### config.mk
export PLATFORM = sky130hd
export DESIGN_NAME = irq_pend_hub
export DESIGN_NICKNAME = d
export VERILOG_FILES = /design/src/rtl/irq_pend_pkg.sv /design/src/rtl/irq_mod_decode.sv /design/src/rtl/irq_pend_bank.sv /design/src/rtl/irq_reg_port.sv /design/src/rtl/irq_pend_hub.sv
export SDC_FILE = /design/constraint.sdc
export NUM_CORES = 1
export LEC_CHECK = 0
export BUFFER_PORTS_ARGS = -buffer_cell sky130_fd_sc_hd__buf_2
export CAP_MARGIN = 20
export CELL_PAD_IN_SITES_DETAIL_PLACEMENT = 2
export CELL_PAD_IN_SITES_GLOBAL_PLACEMENT = 2
export CORE_MARGIN = 1.5
export CORE_UTILIZATION = 35
export CTS_CLUSTER_DIAMETER = 60
export CTS_CLUSTER_SIZE = 25
export DETAILED_ROUTE_END_ITERATION = 12
export PLACE_DENSITY_LB_ADDON = 0.1
export SYNTH_ARGS = -nofsm -noshare
export SYNTH_HDL_FRONTEND = slang
export SYNTH_SLANG_ARGS = --single-unit
### constraint.sdc
create_clock -name clk -period 2.8 [get_ports clk]
set_clock_uncertainty 0.2 [all_clocks]
set_input_delay 0.42 -clock clk [delete_from_list [all_inputs] [get_ports clk]]
set_output_delay 0.42 -clock clk [all_outputs]
set_load 0.005 [all_outputs]
### src/rtl/irq_pend_pkg.sv
package irq_pend_pkg;
    parameter int NUM_BANKS     = 2;
    parameter int LVLS_PER_BANK = 64;
    parameter int DATA_W        = 64;
    parameter int ADDR_W        = 6;
    parameter int SET_FLAG_BIT  = 8;
    localparam int TOTAL_LVLS   = NUM_BANKS * LVLS_PER_BANK;
    localparam int LVL_W        = $clog2(TOTAL_LVLS);
    localparam int WORD_SHIFT   = 3;
endpackage

### src/rtl/irq_mod_decode.sv
module irq_mod_decode
    import irq_pend_pkg::*;
#(
    parameter int NB   = NUM_BANKS,
    parameter int W    = LVLS_PER_BANK,
    parameter int DW   = DATA_W,
    parameter int FLAG = SET_FLAG_BIT
) (
    input  logic            mod_we_i,
    input  logic [DW-1:0]   wdata_i,
    output logic [NB*W-1:0] set_o,
    output logic [NB*W-1:0] clr_o
);
    localparam int LW = $clog2(NB*W);

    logic [LW-1:0] lvl;
    logic          unused_bits;

    assign lvl         = wdata_i[LW-1:0];
    assign unused_bits = ^{wdata_i[DW-1:FLAG+1], wdata_i[FLAG-1:LW]};

    always_comb begin
        set_o = '0;
        clr_o = '0;
        if (mod_we_i) begin
            if (wdata_i[FLAG]) set_o[lvl] = 1'b1;
            else               clr_o[lvl] = 1'b1;
        end
    end
endmodule

### src/rtl/irq_pend_bank.sv
module irq_pend_bank
    import irq_pend_pkg::*;
#(
    parameter int W = LVLS_PER_BANK
) (
    input  logic         clk,
    input  logic         rst_n,
    input  logic [W-1:0] set_i,
    input  logic [W-1:0] clr_i,
    input  logic [W-1:0] hw_set_i,
    input  logic         en_we_i,
    input  logic [W-1:0] en_wdata_i,
    output logic [W-1:0] pend_o,
    output logic [W-1:0] en_o,
    output logic         irq_o
);
    typedef struct packed {
        logic [W-1:0] pend;
        logic [W-1:0] en;
        logic         irq;
    } bank_st_t;

    bank_st_t st_d, st_q;

    always_comb begin
        st_d      = st_q;
        // sets are ORed after the clear so a set always wins
        st_d.pend = (st_q.pend & ~clr_i) | set_i | hw_set_i;
        if (en_we_i) st_d.en = en_wdata_i;
        st_d.irq  = |(st_q.pend & st_q.en);
    end

    always_ff @(posedge clk) begin
        if (!rst_n) st_q <= '0;
        else        st_q <= st_d;
    end

    assign pend_o = st_q.pend;
    assign en_o   = st_q.en;
    assign irq_o  = st_q.irq;


    hw_set_sticks_chk: assert property (@(posedge clk) disable iff (!rst_n)
        (hw_set_i != '0) |=> ((pend_o & $past(hw_set_i)) == $past(hw_set_i)));


    clear_lands_chk: assert property (@(posedge clk) disable iff (!rst_n)
        (clr_i != '0) |=> ((pend_o & $past(clr_i & ~set_i & ~hw_set_i)) == '0));


    summary_high_chk: assert property (@(posedge clk) disable iff (!rst_n)
        ((pend_o & en_o) != '0) |=> irq_o);


    summary_low_chk: assert property (@(posedge clk) disable iff (!rst_n)
        ((pend_o & en_o) == '0) |=> !irq_o);
endmodule

### src/rtl/irq_reg_port.sv
module irq_reg_port
    import irq_pend_pkg::*;
#(
    parameter int NB = NUM_BANKS,
    parameter int W  = LVLS_PER_BANK,
    parameter int DW = DATA_W,
    parameter int AW = ADDR_W
) (
    input  logic            clk,
    input  logic            rst_n,
    input  logic            wr_i,
    input  logic            rd_i,
    input  logic [AW-1:0]   addr_i,
    input  logic [NB*W-1:0] pend_i,
    input  logic [NB*W-1:0] en_i,
    output logic            mod_we_o,
    output logic [NB-1:0]   en_we_o,
    output logic [DW-1:0]   rdata_o
);
    localparam int IDX_W = AW - WORD_SHIFT;

    typedef struct packed {
        logic [DW-1:0] rdata;
    } port_st_t;

    port_st_t             st_d, st_q;
    logic [IDX_W-1:0]     idx;
    logic                 aligned;

    assign idx     = addr_i[AW-1:WORD_SHIFT];
    assign aligned = (addr_i[WORD_SHIFT-1:0] == '0);

    always_comb begin
        mod_we_o = wr_i && aligned && (idx == '0);
        en_we_o  = '0;
        for (int b = 0; b < NB; b++) begin
            if (wr_i && aligned && (idx == IDX_W'(1 + NB + b))) en_we_o[b] = 1'b1;
        end
    end

    always_comb begin
        st_d = st_q;
        if (rd_i) begin
            st_d.rdata = '0;
            if (aligned) begin
                for (int b = 0; b < NB; b++) begin
                    if (idx == IDX_W'(1 + b))      st_d.rdata = DW'(pend_i[b*W +: W]);
                    if (idx == IDX_W'(1 + NB + b)) st_d.rdata = DW'(en_i[b*W +: W]);
                end
            end
        end
    end

    always_ff @(posedge clk) begin
        if (!rst_n) st_q <= '0;
        else        st_q <= st_d;
    end

    assign rdata_o = st_q.rdata;


    rdata_hold_chk: assert property (@(posedge clk) disable iff (!rst_n)
        !rd_i |=> $stable(rdata_o));
endmodule

### src/rtl/irq_pend_hub.sv
module irq_pend_hub
    import irq_pend_pkg::*;
#(
    parameter int NB = NUM_BANKS,
    parameter int W  = LVLS_PER_BANK,
    parameter int DW = DATA_W,
    parameter int AW = ADDR_W
) (
    input  logic            clk,
    input  logic            rst_n,
    input  logic            reg_wr_i,
    input  logic            reg_rd_i,
    input  logic [AW-1:0]   reg_addr_i,
    input  logic [DW-1:0]   reg_wdata_i,
    output logic [DW-1:0]   reg_rdata_o,
    input  logic [NB*W-1:0] hw_set_i,
    output logic            irq_l2_o,
    output logic            irq_l3_o
);
    logic            mod_we;
    logic [NB-1:0]   en_we;
    logic [NB*W-1:0] sw_set, sw_clr, pend_all, en_all;
    logic [NB-1:0]   irq_all;

    irq_mod_decode #(.NB(NB), .W(W), .DW(DW), .FLAG(SET_FLAG_BIT)) u_decode (
        .mod_we_i (mod_we),
        .wdata_i  (reg_wdata_i),
        .set_o    (sw_set),
        .clr_o    (sw_clr)
    );

    irq_reg_port #(.NB(NB), .W(W), .DW(DW), .AW(AW)) u_port (
        .clk      (clk),
        .rst_n    (rst_n),
        .wr_i     (reg_wr_i),
        .rd_i     (reg_rd_i),
        .addr_i   (reg_addr_i),
        .pend_i   (pend_all),
        .en_i     (en_all),
        .mod_we_o (mod_we),
        .en_we_o  (en_we),
        .rdata_o  (reg_rdata_o)
    );

    for (genvar b = 0; b < NB; b++) begin : g_bank
        irq_pend_bank #(.W(W)) u_bank (
            .clk        (clk),
            .rst_n      (rst_n),
            .set_i      (sw_set[b*W +: W]),
            .clr_i      (sw_clr[b*W +: W]),
            .hw_set_i   (hw_set_i[b*W +: W]),
            .en_we_i    (en_we[b]),
            .en_wdata_i (reg_wdata_i[W-1:0]),
            .pend_o     (pend_all[b*W +: W]),
            .en_o       (en_all[b*W +: W]),
            .irq_o      (irq_all[b])
        );
    end

    assign irq_l2_o = irq_all[0];
    assign irq_l3_o = irq_all[NB-1];


    one_level_chk: assert property (@(posedge clk) disable iff (!rst_n)
        $onehot0(sw_set | sw_clr));


    no_direct_pend_chk: assert property (@(posedge clk) disable iff (!rst_n)
        (reg_wr_i && (reg_addr_i == AW'(8) || reg_addr_i == AW'(16)) && hw_set_i == '0)
        |=> (pend_all == $past(pend_all)));
endmodule

======== Word-level counts from Yosys, hierarchy flattened ========
Index checks and enable logic that the tools add are counted.
Widths: inputs -> output; s select.
word-level totals
  register bits after elaboration ......... 322
  logic and storage cells ................. 45
cells by class
  order comparisons ....................... 2
  eq/ne operators ......................... 4
  mux-type cells .......................... 13
  bitwise gates (word level) .............. 10
  reductions and logical operators ........ 9
operators with widths
  cell                count
  $mux 128            4
  $mux 64             5
  $and 64x64->64      4
  $or 64x64->64       4
  $not 64->64         2
  $reduce_or 64->1    2
  $lt 7x8->1 const B  1
  $demux 1 s7         1
  $ge 7x1->1 const B  1
  $eq 3x2->1 const B  2
  $logic_not 3->1     2
  $logic_and 1x1->1   5
  $eq 3x1->1 const B  1
  $eq 3x3->1 const B  1
  $mux 1              3

======== Longest topological paths before layout ========
  depth in word-level cells ............... 10
  gate-level depth with buffers ........... 7
  depth with buffers taken out ............ 5

======== Hierarchy ========
Synthesis repeated with hierarchy kept, for this count alone.
unflattened totals
  cells, all modules ...................... 1631
  area total of the unflattened synthesis .. 15528.6 µm²
modules (own cells, without submodules)
  module          instances  cells each  area each (µm²)  sequential area each (µm²)
  irq_pend_bank   2          447         5037.3           2582.5
  irq_reg_port    1          372         3473.3           1281.2
  irq_mod_decode  1          365         1980.6           0.0

======== Worst setup path before layout ========
Ideal clock, no wire load.
  path kind ............................... input to register
  start ................................... input port reg_addr_i[1]
  end ..................................... register g_bank[0].u_bank.st_q (netlist bit g_bank[0].u_bank.pend_o[15])
  library setup time ...................... 126 ps
  data arrival time ....................... 1775 ps
  required time ........................... 2474 ps
  setup slack ............................. 699 ps
  stages .................................. 6
  buffers on the path ..................... 1
  cell sequence ........................... nor4b_4 > and4b_1 > nand3_2 > clkbuf_1 > o21ai_0 > a21boi_0
between the ends
  longest elaborated chain between the ends .. 8
  elaborated cells on any way between the ends .. 9
  classes of those cells .................. mux: 2; bitwise: 4; reduce/logical: 3
RTL lines
  what                               RTL line              RTL
  start: declaration                 irq_pend_hub.sv:13    input logic [AW-1:0] reg_addr_i,
  $logic_not 3->1 *                  irq_reg_port.sv:31    assign aligned = (addr_i[WORD_SHIFT-1:0] == '0);
  $logic_and 1x1->1 * (2 in series)  irq_reg_port.sv:34    mod_we_o = wr_i && aligned && (idx == '0);
  $mux 128                           irq_mod_decode.sv:25  if (mod_we_i) begin
  $not 64->64                        irq_pend_bank.sv:28   st_d.pend = (st_q.pend & ~clr_i) | set_i | hw_set_i;
  $and 64x64->64                     irq_pend_bank.sv:28
  $or 64x64->64 * (2 in series)      irq_pend_bank.sv:28
  end signal: assignment             irq_pend_bank.sv:35   else st_q <= st_d;
  end: declaration                   irq_pend_bank.sv:23   bank_st_t st_d, st_q;
Mark *: on every way between the ends. The rest lies on a longest branch, timed or not.
A chain may end at the register's enable or synchronous reset.

==> flow_summary.yaml <==
grt:
  antenna_found_initial: 4
  use_met1: 0.506
  busiest_layer: "met2"
  grtUsageMet2: 0.673
  grt_pass1_vias: 17900
  met3_usage: 0.0679
  grt_max_degree: 95
  grt_util_all_layers: 0.399
  grt_pass1_wl_mm: 126
  gr-total-overflow: 0
die:
  die_w_microns: 207
  die_area_sq_um: 42900
  core-area_sq_um: 40900
  fp.dieH_microns: 207
  start_util: 0.356
  boundaryPins: 268
  rows: 74
sta:
  fmax_mhz: 430
  drv_slew: 0
  slew_headroom: 0.341
  tightest_slew_ps: 989
  fin_hold_ws_ps: 0.417
  post-route-period-util: 0.830
  rsz0062_at_grt: "false"
  final_hold_viol_count: 0
  fin_crit_ps: 2320
  setup_tns_ps: 0
  setup_viol: 0
setup_path:
  arrival_ps: 2590
  critical_path.max_fanout: 64
  r2r_start: "g_bank[1].u_bank.pend_o[52]$_SDFF_PN0_"
  critical-path-max-stage-delay_ps: 560
  cp-startpoint: "rst_n"
  cp_slowest_cell: "dlygate4sd3_1"
  crit_type: "input port to flop"
  crit_chain: "dlygate4sd3_1 -> buf_6 -> nand2_1 -> or4_2 -> buf_4 -> o21ai_0"
  path_delay_family: "buffers and inverters"
  cp_num_buf_inv: 3
  r2r.worst_path.cells: 5
  end_kind: "flop"
  reg2reg_slack_ps: 480
  crit_required_ps: 3070
  rr_endpoint: "g_bank[1].u_bank.irq_o$_SDFF_PN0_"
  cp.depth: 6
  critPathCapture: "u_port.rdata_o[24]$_SDFFE_PN0P_"
  crit_path_start_kind: "input port"
final_layout:
  fin_nets: 2386
  fillers: 4435
  syn_to_final_growth_pct: 35.1
  layout-drive-gt1-share: 0.225
yosys:
  synth.distinct_cells: 33
  yosysTopAreaCell: "dfxtp_1"
  synth.most_common_cell: "nand2_1"
  ys.flop_type: "dfxtp_1"
  synth_nets: 1963
  ys_seq_area_frac: 0.442
  synth_cells: 1761
  synth_commonest_cells: "338 x nand2_1, 322 x dfxtp_1, 225 x a21boi_0"
  ys_warn_count: 0
  async_reset_ff_frac: 0
  ys_top_cells_by_area: "dfxtp_1 44%, a21boi_0 12%, nand2_1 8.7%, a21oi_1 6.6%, o21ai_0 6.6%"
  netlist_area_sq_um: 14600
  synth_edf_count: 0
  ys_seq_elements: 322
  yosysTopAreaCellShare: 0.442
  synthesis.area_per_instance_sq_um: 8.27
route:
  via_per_inst: 6.10
  vias: 16700
  first_iter_violations: 1467
  ant_nets: 0
  drc_errors: 0
  totalWireLength_mm: 87.6
  drt_pass1_iterations: 5
  post_drt_wl_per_cell_microns: 31.9
clocking:
  root_buffer: "clkbuf_16"
  cts_htree_levels: 2
  clockBufferDepth: 3
  cts_tree: "done"
  worstSkewPairLatency_ps: 570
  clock-sinks: 322
  cts_buffers: 35
  postCtsSetupRepairBufs: 0
  path_clk_slew_ps: 80
placed_design:
  port_buffers: 267
  dp_hpwl_mm: 58.7
  place.gp.congestion: 0.954
run:
  maxCapViolCount: 0
worst_hold_path:
  hold_class: "input port to flop"
pwr:
  vdd_ir_drop_max_uv: 414
  p_leak_nw: 7.52
  cellPowerDensity_nw_per_um2: 559
run_status:
  run_status: "finished, final reports clean"
-- logic make-up (layout without fill, tap and decap cells) --
| family | after synthesis | in the layout | synth area share |
|---|---|---|---|
| other | 0 | 3 | 0 |
| AO/OA/AOI/OAI | 770 | 770 | 0.334 |
| AND/OR/NAND/NOR | 476 | 476 | 0.138 |
| multiplexers | 64 | 64 | 0.0495 |
| flip-flops | 322 | 322 | 0.442 |
| buffers and inverters | 129 | 576 | 0.0364 |
-- cell usage in the layout, fill, tap and decap left out, types with 33 or more instances in the layout --
| cell | instances |
|---|---|
| nand2_1 | 337 |
| dfxtp_1 | 322 |
| buf_2 | 266 |
| a21boi_0 | 225 |
| o21ai_0 | 192 |
| a21oi_1 | 192 |
| dlygate4sd3_1 | 161 |
| a22oi_1 | 92 |
| nor2_1 | 85 |
| buf_4 | 72 |
| mux2_2 | 64 |
| clkbuf_16 | 37 |
| a21boi_1 | 33 |
-- registers in the layout, summed over array words and instances (netlist names) --
signal,cells
u_port.rdata_o,64
g_bank.u_bank.en_o,128
g_bank.u_bank.pend_o,128
g_bank.u_bank.irq_o,2
-- metal layers --
layer	up-vias	wire length, microns
met5	-	13
met4	2	3490
met3	201	6350
met2	792	42100
met1	8626	35600
li1	7107	-
-- power by group --
group,switching [mW],leakage [nW],internal [mW]
registers,0.193,2.64,4.72
logic,0.624,4.31,0.529
clock network,2.27,0.572,2.67
total,3.09,7.52,7.92
-- area by class of cell --
class / instances / area, sq um / share of cell area
Timing Repair Buffer: 514 / 3770 / 0.192
Sequential cell: 322 / 6450 / 0.327
Antenna cell: 3 / 7.51 / 0.000381
Multi-Input combinational cell: 1310 / 7620 / 0.387
Clock inverter: 19 / 189 / 0.00960
Clock buffer: 42 / 985 / 0.0500
Inverter: 1 / 3.75 / 0.000191
Tap cell: 532 / 666 / 0.0338
-- worst reg2reg max path, cell delays in order (launching register included) --
cell and delay [ps]:
dfxtp_1 330, a22o_1 330, a221oi_1 620, nand4_1 190
nor3_1 260, a21boi_0 220
-- through the flow --
| step | util | cells | worst slack [ps] | power, mW | cell area (sq um) |
|---|---|---|---|---|---|
| floorplan | - | 1761 | 699 | 5.38 | 14600 |
| global placement | 0.413 | 2518 | 209 | 5.90 | 16900 |
| detailed placement | 0.413 | 2518 | 188 | 5.93 | 16900 |
| CTS | 0.481 | 2740 | 554 | 10.9 | 19700 |
| global route | 0.481 | 2742 | 444 | 11.3 | 19700 |
| finish | 0.481 | 2743 | 476 | 11.0 | 19700 |
-- timing repair --
| item | 4_1_cts | 5_1_grt |
|---|---|---|
| gates resized for setup | 0 | 0 |
| hold buffers | 161 | 0 |
| hold endpoints to repair | 218 | 0 |
-- worst min path at each step --
stage,startpoint,to,slack [ps],cells past startpoint
detailed placement,u_port.rdata_o[0]$_SDFFE_PN0P_,u_port.rdata_o[0]$_SDFFE_PN0P_,240,2
CTS,hw_set_i[116],g_bank[1].u_bank.pend_o[52]$_SDFF_PN0_,0.6,3
finish,hw_set_i[116],g_bank[1].u_bank.pend_o[52]$_SDFF_PN0_,0.4,3
global route,hw_set_i[117],g_bank[1].u_bank.pend_o[53]$_SDFF_PN0_,8,3
floorplan,u_port.rdata_o[0]$_SDFFE_PN0P_,u_port.rdata_o[0]$_SDFFE_PN0P_,250,2
global placement,u_port.rdata_o[1]$_SDFFE_PN0P_,u_port.rdata_o[1]$_SDFFE_PN0P_,230,2
Note: power is estimated with default switching activity, not from simulation.
